==> config.mk <==
export PLATFORM = sky130hd
export DESIGN_NAME = burst_addr_seq
export DESIGN_NICKNAME = d
export VERILOG_FILES = /design/src/rtl/bas_pkg.sv /design/src/rtl/bas_cfg_reg.sv /design/src/rtl/bas_lat_timer.sv /design/src/rtl/bas_addr_gen.sv /design/src/rtl/burst_addr_seq.sv
export SDC_FILE = /design/constraint.sdc
export NUM_CORES = 1
export LEC_CHECK = 0
export CAP_MARGIN = 0
export CORE_MARGIN = 8
export CORE_UTILIZATION = 30
export CTS_CLUSTER_SIZE = 10
export DETAILED_ROUTE_END_ITERATION = 12
export DONT_BUFFER_PORTS = 1
export PLACE_DENSITY_LB_ADDON = 0.25
export REMOVE_ABC_BUFFERS = 1
export SETUP_SLACK_MARGIN = 0.15
export SYNTH_ARGS = -nofsm -noshare
export SYNTH_HDL_FRONTEND = slang
export SYNTH_SLANG_ARGS = --single-unit
==> constraint.sdc <==
create_clock -name clk -period 2.8 [get_ports clk]
set_clock_uncertainty 0.15 [all_clocks]
set_input_delay 0.14 -clock clk [delete_from_list [all_inputs] [get_ports clk]]
set_output_delay 0.14 -clock clk [all_outputs]
set_load 0.02 [all_outputs]
==> src/rtl/bas_pkg.sv <==
package bas_pkg;

   localparam int CFG_W  = 16;
   localparam int LAT_W  = 4;
   localparam int BEAT_W = 4;

   // size class of a burst: 0 = 4 words, 1 = 8, 2 = 16, 3 = continuous
   typedef logic [1:0] size_cls_t;
   localparam size_cls_t SZ_CONT = 2'd3;

   typedef struct packed {
      logic             async_md;  // bit 15
      logic [LAT_W-1:0] lat;       // bits 14:11
      logic             wait_hi;   // bit 10
      logic             no_wrap;   // bit 3
      logic [2:0]       len;       // bits 2:0
   } cfg_t;

   function automatic cfg_t unpack_cfg(input logic [CFG_W-1:0] w);
      cfg_t c;
      c.async_md = w[15];
      c.lat      = w[14:11];
      c.wait_hi  = w[10];
      c.no_wrap  = w[3];
      c.len      = w[2:0];
      return c;
   endfunction

   function automatic size_cls_t len_class(input logic [2:0] code);
      case (code)
         3'b001:  return 2'd0;
         3'b010:  return 2'd1;
         3'b011:  return 2'd2;
         default: return SZ_CONT;
      endcase
   endfunction

   function automatic logic [BEAT_W-1:0] last_beat(input size_cls_t s);
      case (s)
         2'd0:    return BEAT_W'(3);
         2'd1:    return BEAT_W'(7);
         default: return BEAT_W'(15);
      endcase
   endfunction

endpackage

==> src/rtl/bas_cfg_reg.sv <==
module bas_cfg_reg
   import bas_pkg::*;
#(
   parameter int DEF_LAT = 3
)(
   input  logic             clk,
   input  logic             rst_n,
   input  logic             wr,
   input  logic [CFG_W-1:0] word,
   output cfg_t             cfg,
   output logic [LAT_W-1:0] lat_eff,
   output logic             lat_rsvd
);

   localparam logic [LAT_W-1:0] MIN_LAT = LAT_W'(2);
   localparam logic [CFG_W-1:0] RST_WORD =
      {1'b1, LAT_W'(DEF_LAT), 1'b1, 6'b0, 1'b1, 3'b111};

   generate
      if (DEF_LAT < 2 || DEF_LAT >= (1 << LAT_W)) begin : g_bad_lat
         $error("DEF_LAT must be a legal latency code");
      end
   endgenerate

   logic [CFG_W-1:0] word_q;

   always_ff @(posedge clk) begin
      if (!rst_n)  word_q <= RST_WORD;
      else if (wr) word_q <= word;
   end

   assign cfg      = unpack_cfg(word_q);
   assign lat_rsvd = (cfg.lat < MIN_LAT);
   assign lat_eff  = lat_rsvd ? MIN_LAT : cfg.lat;

endmodule

==> src/rtl/bas_lat_timer.sv <==
module bas_lat_timer #(
   parameter int CW = 4
)(
   input  logic          clk,
   input  logic          rst_n,
   input  logic          load,
   input  logic [CW-1:0] lat,
   output logic          ready
);

   logic [CW-1:0] cnt;

   always_ff @(posedge clk) begin
      if (!rst_n)          cnt <= '0;
      else if (load)       cnt <= lat;
      else if (cnt != '0)  cnt <= cnt - CW'(1);
   end

   assign ready = (cnt == '0);

endmodule

==> src/rtl/bas_addr_gen.sv <==
module bas_addr_gen
   import bas_pkg::*;
#(
   parameter int AW = 24
)(
   input  logic          clk,
   input  logic          rst_n,
   input  logic          load,
   input  logic [AW-1:0] start,
   input  logic          step,
   input  size_cls_t     size_cls,
   input  logic          wrap_en,
   output logic [AW-1:0] addr_q
);

   localparam int NWIN = 3;

   generate
      if (AW < 6) begin : g_bad_aw
         $error("AW must cover the 16-word window plus page bits");
      end
   endgenerate

   logic [AW-1:0] cand [NWIN];
   logic [AW-1:0] nxt;

   generate
      for (genvar k = 0; k < NWIN; k++) begin : g_win
         localparam int WB = 2 + k;
         assign cand[k] = {addr_q[AW-1:WB], addr_q[WB-1:0] + WB'(1)};
      end
   endgenerate

   always_comb begin
      if (wrap_en && size_cls != SZ_CONT) nxt = cand[size_cls];
      else                                nxt = addr_q + AW'(1);
   end

   always_ff @(posedge clk) begin
      if (!rst_n)     addr_q <= '0;
      else if (load)  addr_q <= start;
      else if (step)  addr_q <= nxt;
   end

   AST_NOWRAP_STEP: assert property (@(posedge clk) disable iff (!rst_n)
      (step && !load && (!wrap_en || size_cls == SZ_CONT)) |=> addr_q == $past(addr_q) + AW'(1));

   AST_WRAP_WINDOW: assert property (@(posedge clk) disable iff (!rst_n)
      (step && !load && wrap_en && size_cls != SZ_CONT) |=> addr_q[AW-1:4] == $past(addr_q[AW-1:4]));

endmodule

==> src/rtl/burst_addr_seq.sv <==
module burst_addr_seq
   import bas_pkg::*;
#(
   parameter int AW      = 24,
   parameter int DEF_LAT = 3
)(
   input  logic             clk,
   input  logic             rst_n,
   input  logic             cfg_wr,
   input  logic [CFG_W-1:0] cfg_word,
   input  logic             ce_n,
   input  logic             adv_n,
   input  logic [AW-1:0]    addr_in,
   output logic [AW-1:0]    word_addr,
   output logic             data_valid,
   output logic             wait_pin,
   output logic             lat_rsvd
);

   cfg_t              cfg;
   logic [LAT_W-1:0]  lat_eff;
   logic              sync_md, cap, ready, valid, last, step;
   logic              active, wrap_q;
   size_cls_t         len_q;
   logic [BEAT_W-1:0] beat;
   logic [AW-1:0]     addr_q;

   bas_cfg_reg #(.DEF_LAT(DEF_LAT)) u_cfg (
      .clk(clk), .rst_n(rst_n), .wr(cfg_wr), .word(cfg_word),
      .cfg(cfg), .lat_eff(lat_eff), .lat_rsvd(lat_rsvd)
   );

   assign sync_md = !cfg.async_md;
   assign cap     = sync_md && !ce_n && !adv_n;

   bas_lat_timer #(.CW(LAT_W)) u_timer (
      .clk(clk), .rst_n(rst_n), .load(cap), .lat(lat_eff), .ready(ready)
   );

   assign valid = active && ready;
   assign last  = (len_q != SZ_CONT) && (beat == last_beat(len_q));
   assign step  = valid && !last && !cap && !ce_n && sync_md;

   always_ff @(posedge clk) begin
      if (!rst_n) begin
         active <= 1'b0;
         beat   <= '0;
         len_q  <= SZ_CONT;
         wrap_q <= 1'b0;
      end else if (!sync_md || ce_n) begin
         active <= 1'b0;
      end else if (cap) begin
         active <= 1'b1;
         beat   <= '0;
         len_q  <= len_class(cfg.len);
         wrap_q <= !cfg.no_wrap;
      end else if (valid) begin
         if (last) active <= 1'b0;
         else      beat   <= beat + BEAT_W'(1);
      end
   end

   bas_addr_gen #(.AW(AW)) u_addr (
      .clk(clk), .rst_n(rst_n), .load(cap), .start(addr_in), .step(step),
      .size_cls(len_q), .wrap_en(wrap_q), .addr_q(addr_q)
   );

   assign word_addr  = sync_md ? addr_q : addr_in;
   assign data_valid = sync_md ? valid  : !ce_n;
   assign wait_pin   = (sync_md && active && !ready) ? cfg.wait_hi : !cfg.wait_hi;

   AST_FIRST_NOT_VALID: assert property (@(posedge clk) disable iff (!rst_n)
      cap |=> (!sync_md || !data_valid));

   AST_VALID_NO_WAIT: assert property (@(posedge clk) disable iff (!rst_n)
      (sync_md && data_valid) |-> (wait_pin == !cfg.wait_hi));

   AST_CE_ABORT: assert property (@(posedge clk) disable iff (!rst_n)
      (sync_md && ce_n) |=> (!sync_md || !data_valid));

endmodule

Word level (Yosys, flattened, before mapping)
Index checks and enable logic that the tools add are counted.

Bits in read-only memories: 0. Memory bits (writable): 0. Bits in latches: 0. Word-level logic and storage cells: 76. Memories: 0. Flip-flop bits (word level): 52. Bits of input ports: 45. Output and inout port bits: 27.

$lt $le $gt $ge: 2. $add $sub $neg: 6. Muxes and demuxes: 20. Equality and inequality tests: 7. Div/mod/pow operators: 0. Reductions and logical operators: 31. Shifts and indexed selects: 0. Bitwise gates (word level): 3. $mul: 0.

Operator list (count): $mux W24 (6); $bmux W24 S2 (1); $add A24 B1 Y24 const B (1); $mux W4 (6); $logic_and A1 B1 Y1 (11); $add A4 B1 Y4 const B (2); $logic_not A1 Y1 (8); $pmux W4 S2 (1); $reduce_bool A2 Y1 (4); $eq A3 B2 Y1 const B (2); $pmux W2 S3 (1); $mux W1 (5); $eq A4 B4 Y1 (1); $logic_not A4 Y1 (1); $lt A4 B2 Y1 const B (1); $ne A2 B2 Y1 const B (2); $reduce_and A2 Y1 (2); $reduce_bool A4 Y1 (1); $sub A4 B1 Y4 const B (1); $add A3 B1 Y3 const B (1); $eq A3 B1 Y1 const B (1); $ge A3 B3 Y1 const B (1); $not A2 Y3 (1); $reduce_and A3 Y1 (1); other kinds (6) (7).

Longest topological paths before layout
Gate-level depths: netlist of the first run.

Depth in word-level cells: 11. Gate-level depth with buffers: 8. Mapped depth without buffers: 7.

Cells and area by module
Synthesis of the first run repeated with hierarchy kept, for this count alone.

Cell total of the unflattened synthesis: 320. Area, all modules: 2829.0 um^2.

By module, submodules not included: bas_addr_gen (area an instance 1418.9 um^2, instances 1, cells an instance 177, sequential area each 480.5 um^2); burst_addr_seq (area an instance 795.8 um^2, instances 1, cells an instance 83, sequential area each 160.2 um^2); bas_cfg_reg (area an instance 384.1 um^2, instances 1, cells an instance 37, sequential area each 200.2 um^2); bas_lat_timer (area an instance 230.2 um^2, instances 1, cells an instance 23, sequential area each 80.1 um^2).

Worst setup path before layout of the first run
Ideal clock, no wire load.

Kind: register to register. Start point: register u_timer.cnt[0]. End point: register u_addr.addr_q[3]. Buffers on the path: 0. Setup slack: 0.626 ns. Setup time: 0.079 ns. Data arrival time: 1.945 ns. Cell stages (with the launch flop): 8. Path through: dfxtp_1 -> inv_1 -> ha_1 -> or3b_4 -> a211o_4 -> or3_1 -> xor2_1 -> a211oi_2.

Word-level cells in the longest chain between the ends: 7.

RTL lines: start, declared (RTL line bas_lat_timer.sv:11) `logic [CW-1:0] cnt;`; start signal, assigned (RTL line bas_lat_timer.sv:15) `else if (load) cnt <= lat;`; start signal, assigned (RTL line bas_lat_timer.sv:16) `else if (cnt != '0) cnt <= cnt - CW'(1);`; $logic_not A4 Y1 (RTL line bas_lat_timer.sv:19) `assign ready = (cnt == '0);`; $logic_and A1 B1 Y1 (RTL line burst_addr_seq.sv:40) `assign valid = active && ready;`; $logic_and A1 B1 Y1 (4 in series) (RTL line burst_addr_seq.sv:42) `assign step = valid && !last && !cap && !ce_n && sync_md;`; $reduce_bool A2 Y1 (no line); end signal, assigned (RTL line bas_addr_gen.sv:41) `else if (load) addr_q <= start;`; end signal, assigned (RTL line bas_addr_gen.sv:42) `else if (step) addr_q <= nxt;`; end, declared (RTL line bas_addr_gen.sv:13) `output logic [AW-1:0] addr_q`.

Every way passes these cells. A chain may end at the register's enable or synchronous reset.

Worst setup path in the final report of the first run
Start point: register u_timer.cnt[0]. End point: register u_addr.addr_q[5].

Same word-level chain as after synthesis.

==> results of run 1 <==
-- worst min path at each step --
stage | startpoint | end
floorplan | rst_n | u_cfg.word_q[0]$_SDFFE_PN1P_
global placement | rst_n | u_cfg.word_q[1]$_SDFFE_PN1P_
detailed placement | rst_n | u_cfg.word_q[0]$_SDFFE_PN1P_
CTS | rst_n | u_cfg.word_q[13]$_SDFFE_PN0P_
global route | addr_in[6] | u_addr.addr_q[6]$_SDFFE_PN0P_
finish | rst_n | u_cfg.word_q[14]$_SDFFE_PN0P_
-- cell usage after synthesis, types with 5 or more instances --
library cell	instances	area (um2)
dfxtp_1	46	921
nor2_1	27	101
nand2_1	26	97.6
mux2_2	24	270
a21oi_1	22	110
o21ai_0	22	110
nand3_1	17	85.1
clkbuf_1	14	52.6
mux2i_1	13	130
nor3_1	12	60.1
xor2_1	12	105
nand4_1	9	56.3
a31oi_1	6	37.5
nor3b_1	6	45.0
a211oi_1	5	37.5
or3_1	5	31.3
xnor2_1	5	43.8
-- per-layer routing --
layer / global-route usage [%] / vias to the layer above / part of all wire, %
met5: 0 / - / 0
met4: 4.97 / 0 / 1.9
met3: 2.34 / 12 / 4.1
met2: 21.2 / 63 / 46
met1: 16.9 / 1279 / 48
li1: - / 1342 / -
-- cells in the final DEF (no fill, tap or decap), types with 12 or more instances in the layout --
master	n
o21ai_0	22
mux2_2	24
a21oi_1	22
nand2_1	26
xor2_1	12
dfxtp_1	46
nor2_1	27
nand3_1	17
nor3_1	12
mux2i_1	13
dlygate4sd3_1	52
-- area by class of cell --
class	instances	share of cell area, %
clock buffer	6	2.30
clock inverter	2	0.349
inverter	4	0.418
multi-input combinational	263	50.5
sequential	46	25.7
tap	111	3.87
timing repair buffer	62	16.9
-- stage by stage --
step | setup TNS, ps | hold WS [ps] | util (%) | instances
2_1_floorplan | -137 | 51.9 | - | 313
3_3_place_gp | 0 | 56.9 | 32.1 | 433
3_5_place_dp | 0 | 60.0 | 32.1 | 433
4_1_cts | 0 | 40.1 | 39.0 | 494
5_1_grt | 0 | 48.0 | 39.0 | 494
6_report | 0 | 42.0 | 39.0 | 494
-- flip-flops by register name, indices dropped and copies added, names as in the netlist --
name	cells
u_addr.addr_q	24
wrap_q	1
beat	4
len_q	2
u_cfg.word_q	10
active	1
u_timer.cnt	4
-- power groups by stage --
stage	Sequential, mW	Clock (mW)	Combinational (mW)
after floorplan	0.747	0	0.269
after global placement	0.751	0	0.318
after detailed placement	0.752	0	0.323
after CTS	0.736	0.452	0.401
after global routing	0.742	0.482	0.437
final	0.737	0.436	0.399
-- worst max-delay path: stages, from the launching register on --
cell and delay, ps:
dfxtp_1 340, inv_1 80, ha_1 170, or3b_4 420
a211oi_2 150, buf_4 230, nand3_1 140, or4_1 510
a31oi_1 160
-- cells by family after synthesis --
group,Yosys count
xor gates and xnor gates,17
DFF,46
and+or+nand+nor,123
adders and majority gates,4
AOI/OAI and AO/OA,82
muxes,37
buffers and inverters,22
-- what timing repair did --
| item | CTS | global route |
|---|---|---|
| endpoints found under the setup margin | 0 | 0 |
| hold buffers | 53 | 0 |
| hold endpoints to repair | 42 | 0 |
| gates resized for setup | 0 | 0 |
==> flow_summary.toml, run 1 <==
[worst_hold_path]
hold_path_depth = 2
worstHoldPathType = "input pin to register"

[sta]
min_period_ps = 2420
setup_viol = 0
fin_ws_ps = 382
min_period_over_period_pct = 86.4
finalHoldViolations = 0
max_slew_margin_pct = 41.3
worstMarginPinSlew_ps = 874
drv_slew = 0
fmax_mhz = 414
rsz0062_at_grt = "false"

[power]
p_per_area_mw_per_mm2 = 438
p_sw_mw = 0.478
intPower_mw = 1.09
p_clk_share_pct = 27.8
seqPwrFrac_pct = 46.9
p_leak_nw = 1.29
p_sw_share_pct = 30.4
ir_worst_vdd_mv = 0.195
p_comb_share_pct = 25.4
total_power_mw = 1.57

[synthesis]
synth_compound_area_share_pct = 19.5
ys_warn_count = 0
seq_area_frac_synth_pct = 32.7
netlist_area_mm2 = 0.00282
synthMuxAreaShare_pct = 14.2
synth_flop_cell = "dfxtp_1"
synth-xor-area-share_pct = 5.28
synth-seq-cells = 46
synthCells = 331
synth_top_family_by_area = "simple AND/OR/NAND/NOR gates"
async_flop_share_pct = 0
synth-edff-count = 0
synth_simple_gate_area_share_pct = 23.5
avgSynthCellArea_um2 = 8.52
synthAdderAreaFrac_pct = 1.77
synth_cell_type_count = 54

[place]
placed_area_mm2 = 0.00295
gp_congestion = 0.811
place_ws_ps = 410
hpwl_um = 5820
portBuffers = 0

[route]
drt_pass1_iterations = 5
wl_per_cell_um = 17.1
vias_per_cell = 5.46
drt_iter0_markers = 105
antenna_left = 0
vias = 2696
routed_wl_um = 8430
drc_errors = 0

[cts]
cts_setup_buffers = 0
cts_tree = "yes"
cts_inserted_buffers = 5
cts_buffer_depth = 2
clk_latency_ps = 300
htreeDepth = 2
path_clk_slew_ps = 90
cts.sinks = 46
cts_root_buffer = "clkbuf_8"

[global_routing]
antenna_found_initial = 0
grt_max_degree = 33
grt_usage_pct = 13.1
grt_overflow = 0
grt_pass1_vias = 2689
grt_pass1_wl_um = 13600

[cells_and_area]
multiInputGateArea_mm2 = 0.00181
register_area_um2 = 921
fin_area_mm2 = 0.00359
fill_cells = 943
diodes = 0
area_growth_syn_to_layout_pct = 27.3
final_nets = 431
drive_gt1_share_pct = 14.9

[floorplan]
dieArea_mm2 = 0.0128
die_h_um = 113
io_pins = 72
rows = 35
core_region_area_mm2 = 0.00920
die_w_um = 113
initial_core_util_pct = 30.7

[setup_path]
timing.rr.end = "u_addr.addr_q[5]$_SDFFE_PN0P_"
r2r_start = "u_timer.cnt[0]$_SDFFE_PN0P_"
critPathMaxFanout = 13
regToRegSetupSlack_ps = 380
crit_path_end = "u_addr.addr_q[5]$_SDFFE_PN0P_"
ff2ff_path_depth = 8
end_kind = "register"
crit_arrival_ps = 2500
worst-setup-path-type = "register to register"
critPathLaunch = "u_timer.cnt[0]$_SDFFE_PN0P_"
crit_path_start_kind = "register"
crit_required_ps = 2880

[outcome]
status = "finished, final reports clean"

[run]
cap_violations = 0
(Power assumes the default switching activity.)
==> run 2, diff against run 1 <==
--- a/config.mk
+++ b/config.mk
@@ -5,6 +5,7 @@
 export SDC_FILE = /design/constraint.sdc
 export NUM_CORES = 1
 export LEC_CHECK = 0
+export ABC_AREA = 1
 export CAP_MARGIN = 0
 export CORE_MARGIN = 8
 export CORE_UTILIZATION = 30
==> run 2 against run 1 <==
Sequential power grew 1%. Final cell count rose by 54%. Flip-flop and latch count did not move. Maximum frequency fell by 0.83%. Die area is 14% higher. Utilization down 0.86 points. Sequential share of layout area down 3.2 points. Design area grew 14%. Synthesized cell count rose by 69%. Non-clock buffer count grew 10. Synthesized area is 16% higher. Critical endpoint is now u_addr.addr_q[8]$_SDFFE_PN0P_. Highest routed layer unchanged.
==> flow_summary.toml, run 2 <==
[floorplan]
rows = 38
io_pins = 72
core_region_area_mm2 = 0.0107
die_w_um = 120
die_h_um = 120
initial_core_util_pct = 30.4
dieArea_mm2 = 0.0145

[cts]
clk_latency_ps = 310
cts_tree = "yes"
cts.sinks = 46
cts_root_buffer = "clkbuf_8"
htreeDepth = 2
cts_setup_buffers = 0
cts_inserted_buffers = 5
path_clk_slew_ps = 100
cts_buffer_depth = 2

[setup_path]
cp_cell_sequence = "inv_1, ha_1, nand2_2, nor2_4, nand2_2, nor2_4, nand2_4, nand2_8, nand2_8, nor2_1, nor2_1, dlygate4sd3_1"
crit_required_ps = 2850
worst-setup-path-type = "register to register"
cp.buffers_inverters = 2
crit_arrival_ps = 2490
path_delay_family = "simple AND/OR/NAND/NOR gates"
cpMaxStageDelayCell = "dlygate4sd3_1"
critPathMaxFanout = 14
crit_path_start_kind = "register"
end_kind = "register"
cpPeakStageDelay_ps = 550

[worst_hold_path]
worstHoldPathType = "input pin to register"

[cells_and_area]
area_growth_syn_to_layout_pct = 25.5
largest_reg_flops = 24
top_register = "u_addr.addr_q"
final_cell_mix = "182 x nand2_1, 100 x nor2_1, 49 x o21ai_0, 46 x dfxtp_1"
final_nets = 668
final-instance-count-excl-fill = 760
diodes = 0
reg_top3 = "u_addr.addr_q (24), u_cfg.word_q (10)"
multiInputGateArea_mm2 = 0.00206
final_util_pct = 38.2
register_area_um2 = 921
fill_cells = 1193
drive_gt1_share_pct = 12.1
mostFrequentLayoutCell = "nand2_1"

[sta]
drv_slew = 0
worstMarginPinSlew_ps = 486
min_period_over_period_pct = 87.1
max_slew_margin_pct = 67.6
whs_ps = 56.1
finalSetupTns_ps = 0
rsz0062_at_grt = "false"
finalHoldViolations = 0
min_period_ps = 2440
fmax_mhz = 410
setup_viol = 0

[synthesis]
synth_cell_type_count = 31
synth_most_common_cell = "nand2_1"
ys_warn_count = 0
synthCells = 558
synth_flop_cell = "dfxtp_1"
synth-seq-cells = 46
synthMuxAreaShare_pct = 0
synth-edff-count = 0
synth_area_leaders = "dfxtp_1 28%, nand2_1 21%, nor2_1 11%"
yosys.area.top_type = "dfxtp_1"
synth-xor-area-share_pct = 1.34
synth_common_cells = "182 x nand2_1, 100 x nor2_1, 49 x o21ai_0"
async_flop_share_pct = 0
synth_simple_gate_area_share_pct = 46.9
avgSynthCellArea_um2 = 5.86
synth_top_family_by_area = "simple AND/OR/NAND/NOR gates"
seq_area_frac_synth_pct = 28.2
synthAdderAreaFrac_pct = 1.53
synth_compound_area_share_pct = 12.5
netlist_area_mm2 = 0.00327
yosysTopAreaCellShare_pct = 28.2

[run]
cap_violations = 0

[place]
dp.cells = 705
portBuffers = 0
hpwl_um = 6890
gp_congestion = 0.846

[route]
antenna_left = 0
vias = 3552
wl_per_cell_um = 13.1
drt_pass1_iterations = 4
routed_wl_um = 9990
drt_iter0_markers = 170
drc_errors = 0
vias_per_cell = 4.67

[power]
p_per_area_mw_per_mm2 = 406
total_power_mw = 1.66
ir_worst_vdd_mv = 0.217
p_leak_nw = 1.79

[global_routing]
grt_usage_pct = 13.6
grt_pass1_wl_um = 16400
grt_overflow = 0
antenna_found_initial = 0
grt_pass1_vias = 3548
grt_max_degree = 47

[outcome]
status = "finished, final reports clean"
## run 2: cell types whose count changed after synthesis, moves of 9 or more
cell	delta
inv_1	+40
o21ai_0	+27
nand2_1	+156
nand3_1	+25
mux2i_1	-13
nand2_2	+14
mux2_2	-24
nor2_1	+73
xor2_1	-9
## run 2: layout make-up
class,instances,share of cell area [%]
well taps,140,4.27
clock inverters,3,0.519
repair buffers,72,16.2
multi-input cells,444,50.3
flip-flops and latches,46,22.5
inverters,50,4.58
clock buffers,5,1.68
## run 2: path summary, 6_finish.rpt
path	start	end	slack [ps]	depth (start not counted)
setup / recovery	u_timer.cnt[0]$_SDFFE_PN0P_	u_addr.addr_q[8]$_SDFFE_PN0P_	360	12
hold / removal	rst_n	u_addr.addr_q[6]$_SDFFE_PN0P_	60	2
setup reg to reg	u_timer.cnt[0]$_SDFFE_PN0P_	u_addr.addr_q[8]$_SDFFE_PN0P_	360	12
hold reg to reg	u_cfg.word_q[3]$_SDFFE_PN1P_	wrap_q$_SDFFE_PN0P_	310	1
## run 2: repair_timing
action | 4_1_cts | 5_1_grt
hold endpoints to repair | 40 | 0
hold buffers | 45 | 0
resized for setup | 0 | 1
endpoints found under the setup margin | 0 | 1
## run 2: power breakdown
part           leakage [nW]  internal, mW  switching (mW)
combinational          1.37         0.202           0.280
sequential            0.376         0.705          0.0425
clock                0.0441         0.176           0.259
## run 2: kinds of logic (layout without fill, tap and decap cells)
| kind of cell | after synthesis | after routing |
|---|---|---|
| DFF | 46 | 46 |
| and+or+nand+nor | 359 | 361 |
| xor gates and xnor gates | 5 | 5 |
| AOI/OAI and AO/OA | 74 | 74 |
| buffers and inverters | 70 | 130 |
| adders and majority gates | 4 | 4 |
## run 2: per-layer routing
| layer | share of wire, % | GRT usage [%] | up-vias |
|---|---|---|---|
| li1 | - | - | 1874 |
| met1 | 44 | 15.4 | 1578 |
| met2 | 49 | 25.1 | 92 |
| met3 | 6.6 | 3.54 | 8 |
| met4 | 0.70 | 2.58 | 0 |
| met5 | 0 | 0 | - |
## run 2: metrics by stage
stage / setup slack (ps) / instance area [um2]
5_1_grt: 163 / 4100
3_3_place_gp: 765 / 3520
2_1_floorplan: 368 / 3150
6_report: 362 / 4100
4_1_cts: 249 / 4070
3_5_place_dp: 763 / 3520
==> run 3, diff against run 2 <==
==> constraint.sdc (replaced) <==
create_clock -name clk -period 2 [get_ports clk]
set_clock_uncertainty 0.15 [all_clocks]
set_input_delay 0.1 -clock clk [delete_from_list [all_inputs] [get_ports clk]]
set_output_delay 0.1 -clock clk [all_outputs]
set_load 0.02 [all_outputs]
==> run 3 against run 2 <==
Clock power grew 69%. Global-route usage rose by 0.64 points. Count of clock-buffer cells in the layout up 1. Final cell count increased by 2.8%. Die area unchanged. Setup slack got worse by 150 ps. First-iteration DRC count is 28% higher. Flip-flop and latch count did not move. Utilization up 3.5 points. Design area up 9.1%. Highest routed layer unchanged. Register-to-register slack got worse by 110 ps.
==> flow_summary.toml, run 3 (synthesis gave the netlist of run 2 again) <==
[outcome]
status = "finished, final reports clean"

[sta]
rsz0062_at_grt = "true"
drv_slew = 0
fmax_mhz = 560
max_slew_margin_pct = 68.9
min_period_ps = 1790
finalHoldViolations = 0
fin_ws_ps = 213
min_period_over_period_pct = 89.3
setup_viol = 0
worstMarginPinSlew_ps = 466

[setup_path]
r2r_start = "beat[0]$_SDFFE_PN0P_"
regToRegSetupSlack_ps = 250
crit_path_start_kind = "register"
crit_path_end = "wait_pin"
crit_required_ps = 1750
end_kind = "primary output"
worst-setup-path-type = "register to primary output"
critPathMaxFanout = 3
cpMaxStageDelayCell = "dfxtp_2"
worstSetupPathDepth = 8
crit_arrival_ps = 1540
cp.buffers_inverters = 3
path_delay_family = "buffers and inverters"
ff2ff_path_depth = 10
cp_cell_sequence = "inv_2, ha_4, nand2_4, nor2_4, buf_4, nor2_4, xnor2_1, buf_4"
critPathLaunch = "u_timer.cnt[1]$_SDFFE_PN0P_"
timing.rr.end = "u_addr.addr_q[11]$_SDFFE_PN0P_"
cpPeakStageDelay_ps = 340

[global_routing]
grt_usage_pct = 14.3
use_met2_pct = 25.8
antenna_found_initial = 0
grt_pass1_wl_um = 17300
grt_pass1_vias = 3718
grt_busiest_layer = "met2"
grt_overflow = 0
grt_max_degree = 47
gr-usage-met3_pct = 3.22
met1_usage_pct = 16.7

[route]
drt_pass1_iterations = 6
vias = 3700
antenna_left = 0
routed_wl_um = 11100
drc_errors = 0
drt_iter0_markers = 218
wl_per_cell_um = 14.2
vias_per_cell = 4.74

[cts]
clk_latency_ps = 310
path_clk_slew_ps = 100
cts_root_buffer = "clkbuf_8"
cts_buffer_depth = 2
cts.sinks = 46
htreeDepth = 2
cts_inserted_buffers = 5
cts_tree = "yes"

[floorplan]
io_pins = 72
dieArea_mm2 = 0.0145
die_w_um = 120
die_h_um = 120
initial_core_util_pct = 30.4
rows = 38
core_region_area_mm2 = 0.0107

[cells_and_area]
drive_gt1_share_pct = 18.7
final_cell_mix = "179 x nand2_1, 92 x nor2_1, 49 x o21ai_0, 43 x dlygate4sd3_1, 42 x buf_4"
mostFrequentLayoutCell = "nand2_1"
reg_top3 = "u_addr.addr_q (24), u_cfg.word_q (10)"
diodes = 0
fin_area_mm2 = 0.00447
final_util_pct = 41.6
top_register = "u_addr.addr_q"
largest_reg_flops = 24
final_nets = 689
area_growth_syn_to_layout_pct = 36.9

[power]
seqPwrFrac_pct = 40.1
p_leak_nw = 1.96
p_per_area_mw_per_mm2 = 591
p_sw_share_pct = 33.5
ir_worst_vdd_mv = 0.359
p_comb_share_pct = 32.1
p_sw_mw = 0.887
p_clk_share_pct = 27.8
intPower_mw = 1.76

[place]
gp_congestion = 0.847
hpwl_um = 7050
placed_area_mm2 = 0.00355
portBuffers = 0
place_ws_ps = 46.2

[run]
cap_violations = 0

[worst_hold_path]
worstHoldPathType = "input pin to register"
run 3: cell count changes in the layout (fill, tap and decap cells not counted), moves of 3 or more:
cell,before,now
nand3_1,42,39
buf_12,1,4
nor2_1,100,92
dfxtp_1,46,41
nand2_1,182,179
inv_1,44,40
buf_4,27,42
dfxtp_2,0,4
nand3_2,0,3
nor2_2,5,11
run 3: power by group through the flow:
stage,registers [mW],logic [mW],clock network (mW)
floorplan,1.06,0.420,0
global placement,1.06,0.572,0
detailed placement,1.07,0.588,0
CTS,1.05,0.695,0.733
global route,1.07,0.942,0.788
finish,1.06,0.850,0.735
run 3: per-layer routing:
| layer | routed length (um) | vias to the layer above | share of wire [%] |
|---|---|---|---|
| li1 | - | 1923 | - |
| met1 | 4950 | 1682 | 45 |
| met2 | 5330 | 84 | 48 |
| met3 | 675 | 11 | 6.1 |
| met4 | 151 | 0 | 1.4 |
| met5 | 0 | - | 0 |
run 3: stage by stage:
stage | TNS [ps] | cells | hold slack (ps) | power [mW]
floorplan | -10350 | 538 | 34.1 | 1.48
global placement | 0 | 709 | 42.5 | 1.64
detailed placement | 0 | 709 | 46.0 | 1.65
CTS | 0 | 768 | 56.7 | 2.47
global route | 0 | 781 | 71.5 | 2.80
finish | 0 | 781 | 25.0 | 2.64
run 3: timing repair:
item | 4_1_cts | 5_1_grt
pin swaps | 3 | 17
endpoints found under the setup margin | 23 | 34
buffers inserted | 4 | 10
cloned | 2 | 3
resized for setup | 5 | 39
hold buffers | 45 | 0
endpoints found under the hold margin | 40 | 0
run 3: worst min path at each step:
| stage | to | slack, ps | startpoint | cells after the start |
|---|---|---|---|---|
| after floorplan | u_cfg.word_q[3]$_SDFFE_PN1P_ | 30 | rst_n | 1 |
| after global placement | u_cfg.word_q[12]$_SDFFE_PN1P_ | 40 | rst_n | 1 |
| after detailed placement | u_cfg.word_q[0]$_SDFFE_PN1P_ | 50 | rst_n | 1 |
| after CTS | u_addr.addr_q[4]$_SDFFE_PN0P_ | 60 | rst_n | 2 |
| after global routing | u_addr.addr_q[4]$_SDFFE_PN0P_ | 70 | rst_n | 2 |
| final | u_addr.addr_q[4]$_SDFFE_PN0P_ | 30 | rst_n | 2 |
run 3: worst register-to-register path: stages (launching register included):
cell and delay, ps:
dfxtp_1 390, ha_1 210, nand2_1 70, a21oi_2 110, nand2_2 90, nand2_4 140, nand2_8 120, nand2_8 160
nand2_1 80, nand2_1 80, nor2_2 40
run 3: area by class of cell:
class	count	area, um2
Sequential cell	46	930
Clock buffer	6	72.6
Timing Repair Buffer	92	888
Tap cell	140	175
Multi-Input combinational cell	445	2170
Fill cell	1142	6270
Inverter	50	199
Clock inverter	2	37.5
